## config.mk

```make
export PLATFORM = sky130hd
export DESIGN_NAME = bypass_hazard_ctrl
export DESIGN_NICKNAME = d
export VERILOG_FILES = /design/src/rtl/bhc_pkg.sv /design/src/rtl/bhc_regfile.sv /design/src/rtl/bhc_src_match.sv /design/src/rtl/bhc_mux4.sv /design/src/rtl/bypass_hazard_ctrl.sv
export SDC_FILE = /design/constraint.sdc
export NUM_CORES = 2
export LEC_CHECK = 0
export BUFFER_PORTS_ARGS = -buffer_cell sky130_fd_sc_hd__buf_2
export CAP_MARGIN = 15
export CORE_MARGIN = 8
export CORE_UTILIZATION = 45
export DETAILED_ROUTE_END_ITERATION = 8
export SYNTH_ARGS = -nofsm -noshare
export SYNTH_HDL_FRONTEND = slang
export SYNTH_HIERARCHICAL = 1
export SYNTH_SLANG_ARGS = --single-unit
export TNS_END_PERCENT = 30
```

## constraint.sdc

```tcl
create_clock -name clk -period 5.2 [get_ports clk]
set_clock_uncertainty 0.1 [all_clocks]
set_input_delay 0.78 -clock clk [delete_from_list [all_inputs] [get_ports clk]]
set_output_delay 0.78 -clock clk [all_outputs]
set_load 0.05 [all_outputs]
```

## src/rtl/bhc_pkg.sv

```systemverilog
`timescale 1ns/1ps
package bhc_pkg;
   typedef enum logic [2:0] {
      CLS_ALU    = 3'd0,
      CLS_IMM    = 3'd1,
      CLS_SLT    = 3'd2,
      CLS_LOAD   = 3'd3,
      CLS_STORE  = 3'd4,
      CLS_BRANCH = 3'd5
   } iclass_t;

   typedef enum logic [1:0] {
      SEL_RF  = 2'd0,
      SEL_ALU = 2'd1,
      SEL_LD  = 2'd2,
      SEL_WB  = 2'd3
   } osel_t;
endpackage

```

## src/rtl/bhc_regfile.sv

```systemverilog
`timescale 1ns/1ps
module bhc_regfile #(
   parameter int XLEN = 32,
   parameter int NREG = 32,
   localparam int RW = $clog2(NREG)
) (
   input  logic            clk,
   input  logic            rst_n,
   input  logic            we,
   input  logic [RW-1:0]   wa,
   input  logic [XLEN-1:0] wd,
   input  logic [RW-1:0]   ra_a,
   input  logic [RW-1:0]   ra_b,
   output logic [XLEN-1:0] rd_a,
   output logic [XLEN-1:0] rd_b
);
   logic [XLEN-1:0] cells [NREG];

   for (genvar g = 0; g < NREG; g++) begin : g_cell
      if (g == 0) begin : g_zero
         assign cells[g] = '0;
      end else begin : g_store
         logic [XLEN-1:0] q;
         always_ff @(posedge clk) begin
            if (!rst_n)                       q <= '0;
            else if (we && (wa == RW'(g)))    q <= wd;
         end
         assign cells[g] = q;
      end
   end

   assign rd_a = cells[ra_a];
   assign rd_b = cells[ra_b];
endmodule

```

## src/rtl/bhc_src_match.sv

```systemverilog
`timescale 1ns/1ps
module bhc_src_match
   import bhc_pkg::*;
#(
   parameter int RW = 5
) (
   input  logic          [RW-1:0] rs,
   input  logic                   s2_live,
   input  logic                   s2_wen,
   input  logic          [RW-1:0] s2_rd,
   input  logic          [2:0]    s2_cls,
   input  logic                   s3_live,
   input  logic                   s3_wen,
   input  logic          [RW-1:0] s3_rd,
   output logic                   hit2,
   output logic          [1:0]    early_sel,
   output logic          [1:0]    next_sel
);
   logic nz, hit3;

   assign nz   = (rs != '0);
   assign hit2 = nz && s2_live && s2_wen && (s2_rd == rs);
   assign hit3 = nz && s3_live && s3_wen && (s3_rd == rs);

   always_comb begin
      if (hit2) begin
         early_sel = SEL_ALU;
         next_sel  = (s2_cls == CLS_LOAD) ? SEL_LD : SEL_ALU;
      end else if (hit3) begin
         early_sel = SEL_WB;
         next_sel  = SEL_WB;
      end else begin
         early_sel = SEL_RF;
         next_sel  = SEL_RF;
      end
   end
endmodule

```

## src/rtl/bhc_mux4.sv

```systemverilog
`timescale 1ns/1ps
module bhc_mux4 #(
   parameter int W = 32
) (
   input  logic [1:0]   sel,
   input  logic [W-1:0] d0,
   input  logic [W-1:0] d1,
   input  logic [W-1:0] d2,
   input  logic [W-1:0] d3,
   output logic [W-1:0] y
);
   always_comb begin
      case (sel)
         2'd0:    y = d0;
         2'd1:    y = d1;
         2'd2:    y = d2;
         default: y = d3;
      endcase
   end
endmodule

```

## src/rtl/bypass_hazard_ctrl.sv

```systemverilog
`timescale 1ns/1ps
module bypass_hazard_ctrl
   import bhc_pkg::*;
#(
   parameter int XLEN = 32,
   parameter int NREG = 32,
   localparam int RW = $clog2(NREG)
) (
   input  logic            clk,
   input  logic            rst_n,
   input  logic            s1_valid,
   input  logic [2:0]      s1_cls,
   input  logic [RW-1:0]   s1_rs_a,
   input  logic [RW-1:0]   s1_rs_b,
   input  logic [RW-1:0]   s1_rd,
   input  logic            s1_wen,
   input  logic [XLEN-1:0] s2_alu_result,
   input  logic [XLEN-1:0] s2_load_data,
   output logic            stall,
   output logic            s2_live,
   output logic [1:0]      s2_sel_a,
   output logic [1:0]      s2_sel_b,
   output logic [XLEN-1:0] s2_opnd_a,
   output logic [XLEN-1:0] s2_opnd_b,
   output logic [1:0]      s1_cmp_sel_a,
   output logic [1:0]      s1_cmp_sel_b,
   output logic [1:0]      s1_addr_sel,
   output logic [XLEN-1:0] s1_cmp_a,
   output logic [XLEN-1:0] s1_cmp_b,
   output logic [XLEN-1:0] s1_addr_base
);
   localparam int NSRC = 2;

   if (XLEN < 2) begin : g_bad_xlen
      $error("bypass_hazard_ctrl: XLEN must be at least 2");
   end
   if ((NREG < 2) || ((NREG & (NREG - 1)) != 0)) begin : g_bad_nreg
      $error("bypass_hazard_ctrl: NREG must be a power of two, at least 2");
   end

   // Stage-2 state
   logic            s2_live_q, s2_wen_q;
   logic [RW-1:0]   s2_rd_q;
   logic [2:0]      s2_cls_q;
   logic [RW-1:0]   s2_rs_q  [NSRC];
   logic [1:0]      s2_sel_q [NSRC];
   logic [XLEN-1:0] s2_op_q  [NSRC];
   // Stage-3 state
   logic            s3_live_q, s3_wen_q;
   logic [RW-1:0]   s3_rd_q;
   logic [2:0]      s3_cls_q;
   logic [XLEN-1:0] s3_alu_q, s3_ld_q, wb_hold_q;

   logic [RW-1:0]   src_idx [NSRC];
   logic [XLEN-1:0] rf_val  [NSRC];
   logic            hit2    [NSRC];
   logic [1:0]      esel    [NSRC];
   logic [1:0]      nsel    [NSRC];
   logic [XLEN-1:0] s1_fwd  [NSRC];
   logic [XLEN-1:0] s2_fwd  [NSRC];
   logic [XLEN-1:0] s3_val;
   logic            wb_en, is_br, is_mem, br_hz, ag_hz, issue;

   assign src_idx[0] = s1_rs_a;
   assign src_idx[1] = s1_rs_b;

   assign s3_val = (s3_cls_q == CLS_LOAD) ? s3_ld_q : s3_alu_q;
   assign wb_en  = s3_live_q && s3_wen_q && (s3_rd_q != '0);

   bhc_regfile #(.XLEN(XLEN), .NREG(NREG)) u_rf (
      .clk(clk), .rst_n(rst_n), .we(wb_en), .wa(s3_rd_q), .wd(s3_val),
      .ra_a(s1_rs_a), .ra_b(s1_rs_b), .rd_a(rf_val[0]), .rd_b(rf_val[1])
   );

   for (genvar i = 0; i < NSRC; i++) begin : g_src
      bhc_src_match #(.RW(RW)) u_match (
         .rs(src_idx[i]),
         .s2_live(s2_live_q), .s2_wen(s2_wen_q), .s2_rd(s2_rd_q), .s2_cls(s2_cls_q),
         .s3_live(s3_live_q), .s3_wen(s3_wen_q), .s3_rd(s3_rd_q),
         .hit2(hit2[i]), .early_sel(esel[i]), .next_sel(nsel[i])
      );
      bhc_mux4 #(.W(XLEN)) u_s1_mux (
         .sel(esel[i]), .d0(rf_val[i]), .d1(s2_alu_result),
         .d2(s2_load_data), .d3(s3_val), .y(s1_fwd[i])
      );
      bhc_mux4 #(.W(XLEN)) u_s2_mux (
         .sel(s2_sel_q[i]), .d0(s2_op_q[i]), .d1(s3_alu_q),
         .d2(s3_ld_q), .d3(wb_hold_q), .y(s2_fwd[i])
      );
   end

   // Hazards that no bypass path covers
   assign is_br  = (s1_cls == CLS_BRANCH);
   assign is_mem = (s1_cls == CLS_LOAD) || (s1_cls == CLS_STORE);
   assign br_hz  = is_br  && (hit2[0] || hit2[1]) && (s2_cls_q != CLS_SLT);
   assign ag_hz  = is_mem && hit2[0] && (s2_cls_q != CLS_IMM);
   assign stall  = s1_valid && (br_hz || ag_hz);
   assign issue  = s1_valid && !stall;

   always_ff @(posedge clk) begin
      if (!rst_n) begin
         s2_live_q <= 1'b0;
         s2_wen_q  <= 1'b0;
         s2_rd_q   <= '0;
         s2_cls_q  <= CLS_ALU;
         s3_live_q <= 1'b0;
         s3_wen_q  <= 1'b0;
         s3_rd_q   <= '0;
         s3_cls_q  <= CLS_ALU;
         s3_alu_q  <= '0;
         s3_ld_q   <= '0;
         wb_hold_q <= '0;
         for (int i = 0; i < NSRC; i++) begin
            s2_rs_q[i]  <= '0;
            s2_sel_q[i] <= SEL_RF;
            s2_op_q[i]  <= '0;
         end
      end else begin
         s3_live_q <= s2_live_q;
         s3_wen_q  <= s2_wen_q;
         s3_rd_q   <= s2_rd_q;
         s3_cls_q  <= s2_cls_q;
         s3_alu_q  <= s2_alu_result;
         s3_ld_q   <= s2_load_data;
         if (wb_en) wb_hold_q <= s3_val;
         s2_live_q <= issue;
         if (issue) begin
            s2_wen_q <= s1_wen;
            s2_rd_q  <= s1_rd;
            s2_cls_q <= s1_cls;
         end
         for (int i = 0; i < NSRC; i++) begin
            if (issue) begin
               s2_rs_q[i]  <= src_idx[i];
               s2_sel_q[i] <= nsel[i];
               s2_op_q[i]  <= rf_val[i];
            end else begin
               s2_rs_q[i]  <= '0;
               s2_sel_q[i] <= SEL_RF;
            end
         end
      end
   end

   assign s2_live      = s2_live_q;
   assign s2_sel_a     = s2_sel_q[0];
   assign s2_sel_b     = s2_sel_q[1];
   assign s2_opnd_a    = s2_fwd[0];
   assign s2_opnd_b    = s2_fwd[1];
   assign s1_cmp_sel_a = esel[0];
   assign s1_cmp_sel_b = esel[1];
   assign s1_addr_sel  = esel[0];
   assign s1_cmp_a     = s1_fwd[0];
   assign s1_cmp_b     = s1_fwd[1];
   assign s1_addr_base = s1_fwd[0];

   AST_STALL_SINGLE_CYCLE: assert property (@(posedge clk) disable iff (!rst_n)
      stall |=> !stall);
   AST_STALL_LEAVES_BUBBLE: assert property (@(posedge clk) disable iff (!rst_n)
      stall |=> !s2_live_q);
   AST_ZERO_REG_UNBYPASSED: assert property (@(posedge clk) disable iff (!rst_n)
      (s2_live_q && (s2_sel_q[0] != SEL_RF)) |-> (s2_rs_q[0] != '0));
   AST_LOAD_CODE_HAS_LOAD: assert property (@(posedge clk) disable iff (!rst_n)
      (s2_live_q && (s2_sel_q[1] == SEL_LD)) |-> (s3_live_q && (s3_cls_q == CLS_LOAD)));
   AST_COMPARE_BRANCH_FREE: assert property (@(posedge clk) disable iff (!rst_n)
      (s1_valid && is_br && s2_live_q && (s2_cls_q == CLS_SLT)) |-> !stall);
   AST_IMM_ADDRESS_FREE: assert property (@(posedge clk) disable iff (!rst_n)
      (s1_valid && is_mem && s2_live_q && (s2_cls_q == CLS_IMM)) |-> !stall);
   AST_EXEC_CLASS_NO_STALL: assert property (@(posedge clk) disable iff (!rst_n)
      (s1_valid && (s1_cls <= CLS_SLT)) |-> !stall);
endmodule

```

# Word-level counts from Yosys, hierarchy flattened
# Memories as Yosys holds them, arrays and structs flattened.
# Index checks and enable logic that the tools add are counted.
[totals] reg_bits=1108 ram_bits=68 out_inout_bits=172 memories=2
[memory_table] name="s2_op_q" words=2 word_bits=32 read_ports=2 rd_ports_with_merged_regs=0 wr=2 line="bypass_hazard_ctrl.sv:47" text="logic [XLEN-1:0] s2_op_q [NSRC];"
[memory_table] name="s2_sel_q" words=2 word_bits=2 read_ports=2 rd_ports_with_merged_regs=0 wr=2 line="bypass_hazard_ctrl.sv:46" text="logic [1:0] s2_sel_q [NSRC];"
[classes] n_lt_le_gt_ge=2 eq_ne=50 n_mux=31 n_bitwise=8 reduce_logical=62
[ops] operator="case mux 32 bit (3 select lines)" n=4
[ops] operator="binary-select mux 32 bit (select 5 bit)" n=2
[ops] operator="2-to-1 mux 32 bit" n=7
[ops] operator="== test 5 bit (second input constant)" n=16
[ops] operator="logical AND 1 bit" n=51
[ops] operator="== test 5 x 4 -> 1 bit (second input constant)" n=8
[ops] operator="2-to-1 mux 2 bit" n=11
[ops] operator="== test 5 x 3 -> 1 bit (second input constant)" n=4
[ops] operator="== test 5 bit" n=4
[ops] operator="nonzero test 5 bit" n=3
[ops] operator=">= comparator 6 bit (second input constant)" n=2
[ops] operator="inverter 5 -> 6 bit" n=2
[ops] operator="== test 5 x 2 -> 1 bit (second input constant)" n=2
[ops] operator="== test 3 x 2 -> 1 bit (second input constant)" n=3
[ops] operator="== test 2 x 1 -> 1 bit (second input constant)" n=4
[ops] operator="== test 2 bit (second input constant)" n=4
[ops] operator="zero test 2 bit" n=4
[ops] operator="2-to-1 mux 1 bit" n=7
[ops] operator="== test 3 bit (second input constant)" n=2
[ops] operator="OR 1 bit" n=6
[ops] operator="== test 5 x 1 -> 1 bit (second input constant)" n=1
[ops] operator="logical OR 1 bit" n=3
[ops] operator="inequality test 3 x 1 -> 1 bit (second input constant)" n=1
[ops] operator="inequality test 3 x 2 -> 1 bit (second input constant)" n=1
[ops] operator="zero test 1 bit" n=1

# Longest topological paths before layout
[depth] depth_word=16 ltp_mapped=12

# Modules after synthesis
# Netlist, hierarchy kept.
[modules_own_cells] module="bhc_regfile" instances=1 cells_each=6580 area_per_inst_um2=53849.1 seq_area_each_um2=19859.0
[modules_own_cells] module="bypass_hazard_ctrl" instances=1 cells_each=517 area_per_inst_um2=6731.5 seq_area_each_um2=4344.2
[modules_own_cells] module="bhc_mux4" instances=4 cells_each=39 area_per_inst_um2=814.5 seq_area_each_um2=0.0
[modules_own_cells] module="bhc_src_match" instances=2 cells_each=25 area_per_inst_um2=185.2 seq_area_each_um2=0.0

# Worst setup path before layout
# OpenSTA, ideal clock, no wires.
[synth_path] path_type="input-to-output" start="input s1_rs_a[1]" end="output s1_cmp_a[0]" t_arrival_ns=3.440 required_time_ns=4.320 setup_slack_ns=0.880 cell_stages=7 path_buffers=2 cell_sequence="or4_1 nor2_2 nor3_2 nor2_1 buf_2 mux4_2 buf_4"
[synth_rtl] element="start, declared" line="bypass_hazard_ctrl.sv:13" text="input logic [RW-1:0] s1_rs_a,"
[synth_rtl] element="end, declared" line="bypass_hazard_ctrl.sv:28" text="output logic [XLEN-1:0] s1_cmp_a,"

==> impl_results.md <==
- RSZ-0062 raised after global routing: no
- Pins Over Slew Limit: 0
- Combinational share of power: 0.120
- PD cells: 301 mW/mm2
- Dpl cells: 8908
- Count leader, synth: nand2_1
- Area leader, netlist: dfxtp_1
- Post-route cell area: 0.0711 mm2
- Vias in the first global route: 54.1k
- Post-synth top flop: dfxtp_1
- Initial Utilization: 0.453
- Post-route ant nets: 0
- H-tree lvl count: 4
- CP Max Fanout: 54
- DRT iter0 DRCs: 6702
- Compound-Gate Fraction of Synth Area: 0.173
- Largest net degree at the start of global routing: 230
- CTS sink cnt: 1176
- DRT Wirelength: 261000 um
- GP Congestion: 0.873
- Fin crit period: 4810 ps
- Die area: 0.155 mm2
- Hold Buf Count CTS: 0
- Root Buffer: clkbuf_16
- Mapped Cells: 7303
- Top cell type's share of synthesized area: 0.346
- Synth Area in Adders: 0
- Synth Warn #: 6
- Vias per Instance: 6.21
- Post-route setup TNS: 0 ps
- Worst hold path type: in -> reg
- Post-synth EDFFs: 66
- Gr usage total: 0.319
- Fmax: 208 MHz
- Dominant cells by area after synthesis: dfxtp_1, nand2_1, mux2i_1
- Cts repair resizes: 0
- Max VDD drop: 245 uV
- Crit path arrival time: between 3000 and 4000 ps
- CTS tree: yes
- Clock network fraction of total power: 0.451
- Critical Path RT: about 4300 ps
- Clk_lat worst skew: 790 ps
- Std-Cell Rows: ~140
- Final worst-path cycle share: 0.926
- Share of cells above drive strength 1: 0.142
- Number of max-cap violations: 0
- Sw Ratio: 0.273
- Final std cells w/o fill: between 9k and 10k
- Post-Syn Area per Cell: slightly below 9 um2
- Maximum root-to-sink buffer count: 3
- Slew HR: 0.219
- Post-synthesis sequential area ratio: 0.377
- Psw: 0.00585 W
- Worst Tran Pin Value: about 1200 ps
- CTS clk-pin slew, worst paths: 60 ps
- Setup Fix Bufs, Post-CTS: 0
- Mux share of post-synthesis cell area: 0.210
- Initial antenna violation count: 10
- Area Overhead vs Synth: 10.8%
- Critical path class: in -> out
- Detailed Place HPWL: 153000 um
- Internal Power: 0.0156 W
- DRT Pass-1 Iters: 6
- Nets: 7243
- Fillers: 13.2k
- DRC violations left: 0
- Routed WL per cell: between 20 and 30 um
- Unique masters post-synth: 55
- Critical Path End Type: output port
- Status: completed
- Endpoints failing setup: 0
- Simple-gate portion of the synthesized area: 0.180
- Chip width: 394 um
- First-pass GRT wire length: 376000 um
- IO Pins: between 200 and 300
- Netlist Area Pre-Place: 0.0642 mm2
- Routed via count: roughly 57k
- Synth Register Bits: approximately 1.2k
- Commonest cells post-synth: nand2_1, dfxtp_1, mux2i_1
- Final hold vios: 0
- Largest family of logic cells by synthesized area: multiplexers
- Startpoint type of the worst setup path: input port
- Total CTS buffers: 137
- Sequential power share: 0.429
- Synth async-reset ratio: 0
- Placed cell areas: about 0.067 mm2
- GR Overflow Total: 0
- XOR/XNOR Fraction of Synth Area: 0.00273
- Port Buf Inserts: 257
- Core ar.: roughly 0.14 mm2
- Chip height: slightly below 400 um
- Leakage power: 25.5 nW
==> stage by stage <==
step           total power [W]  hold slack [ps]   util  worst slack [ps]
2_1_floorplan           0.0111              341      -               880
3_3_place_gp            0.0119              350  0.471               560
3_5_place_dp            0.0119              357  0.471               566
4_1_cts                 0.0215             49.5  0.502               567
5_1_grt                 0.0220             82.5  0.502               411
6_report                0.0214              103  0.502               386
==> critical path: stages <==
cell,delay [ps]
buf_8,190
buf_4,820
mux2i_1,270
a22oi_1,110
a31oi_1,480
nand3_1,360
mux4_2,580
buf_2,240
==> kinds of logic (layout without fill, tap and decap cells) <==
| family | count (synthesis) | count (layout) |
|---|---|---|
| AND/OR/NAND/NOR | 2744 | 2744 |
| flip-flops | 1176 | 1176 |
| AO/OA/AOI/OAI | 1520 | 1520 |
| other | 1 | 5 |
| buffers and inverters | 750 | 703 |
| multiplexers | 1092 | 1092 |
| XOR/XNOR | 20 | 20 |
==> final cells by class <==
class / count / area (um2) / area share
diodes: 3 / 7.51 / 0.000106
repair buffers: 455 / 3350 / 0.0470
well taps: 1890 / 2360 / 0.0332
multi-input cells: 5378 / 36800 / 0.517
inverters: 9 / 33.8 / 0.000475
clock inverters: 33 / 367 / 0.00515
flip-flops and latches: 1176 / 24200 / 0.340
clock buffers: 206 / 4050 / 0.0570
==> layer usage <==
layer	GRT usage	vias to the layer above	part of all wire
li1	-	25000	-
met1	0.432	28000	0.42
met2	0.486	3158	0.43
met3	0.0649	651	0.098
met4	0.151	4	0.053
met5	0	-	0.00010
==> power by group through the flow <==
stage / sequential [W] / combinational (W) / clock [W]
after floorplan: 0.00939 / 0.00173 / 0
after global routing: 0.00921 / 0.00263 / 0.0101
after CTS: 0.00920 / 0.00253 / 0.00974
after global placement: 0.00940 / 0.00251 / 0
final: 0.00920 / 0.00257 / 0.00966
after detailed placement: 0.00940 / 0.00252 / 0
==> sequential cells by signal, indices dropped and copies added (netlist names) <==
register	cells
s3_cls_q	3
wb_hold_q	32
s2_sel_q	4
s2_op_q	64
s3_ld_q	32
u_rf/g_cell.g_store.q	992
s3_rd_q	5
s3_alu_q	32
s2_cls_q	3
s3_wen_q	1
s2_wen_q	1
s2_rd_q	5
s3_live_q	1
s2_live	1
==> worst paths after layout <==
path	startpoint	end	slack [ps]	cells after the start
worst max-delay path	s1_rs_a[1]	s1_cmp_a[10]	390	8
worst min-delay path	s1_rd[4]	s2_rd_q[4]	100	2
worst max register to register	s3_rd_q[2]	u_rf/g_cell[27].g_store.q[28]	1570	8
worst min register to register	u_rf/g_cell[24].g_store.q[18]	u_rf/g_cell[24].g_store.q[18]	370	2
==> layout by cell type (no fill, tap or decap), drive strengths merged, types with 20 or more instances in the layout <==
master	synthesis	final
and2	137	137
clkinv	0	20
nor2	27	27
a21oi	130	130
clkbuf	410	206
a21boi	993	993
xnor2	20	20
dfxtp	1110	1110
nand3	196	196
mux2i	804	804
a221oi	64	64
a22oi	256	256
edfxtp	66	66
nand2	2161	2161
nor2b	106	106
nor3	78	78
mux2	96	96
buf	331	455
mux4	192	192
a31oi	65	65
No activity file was read; power rests on OpenSTA's default activity.
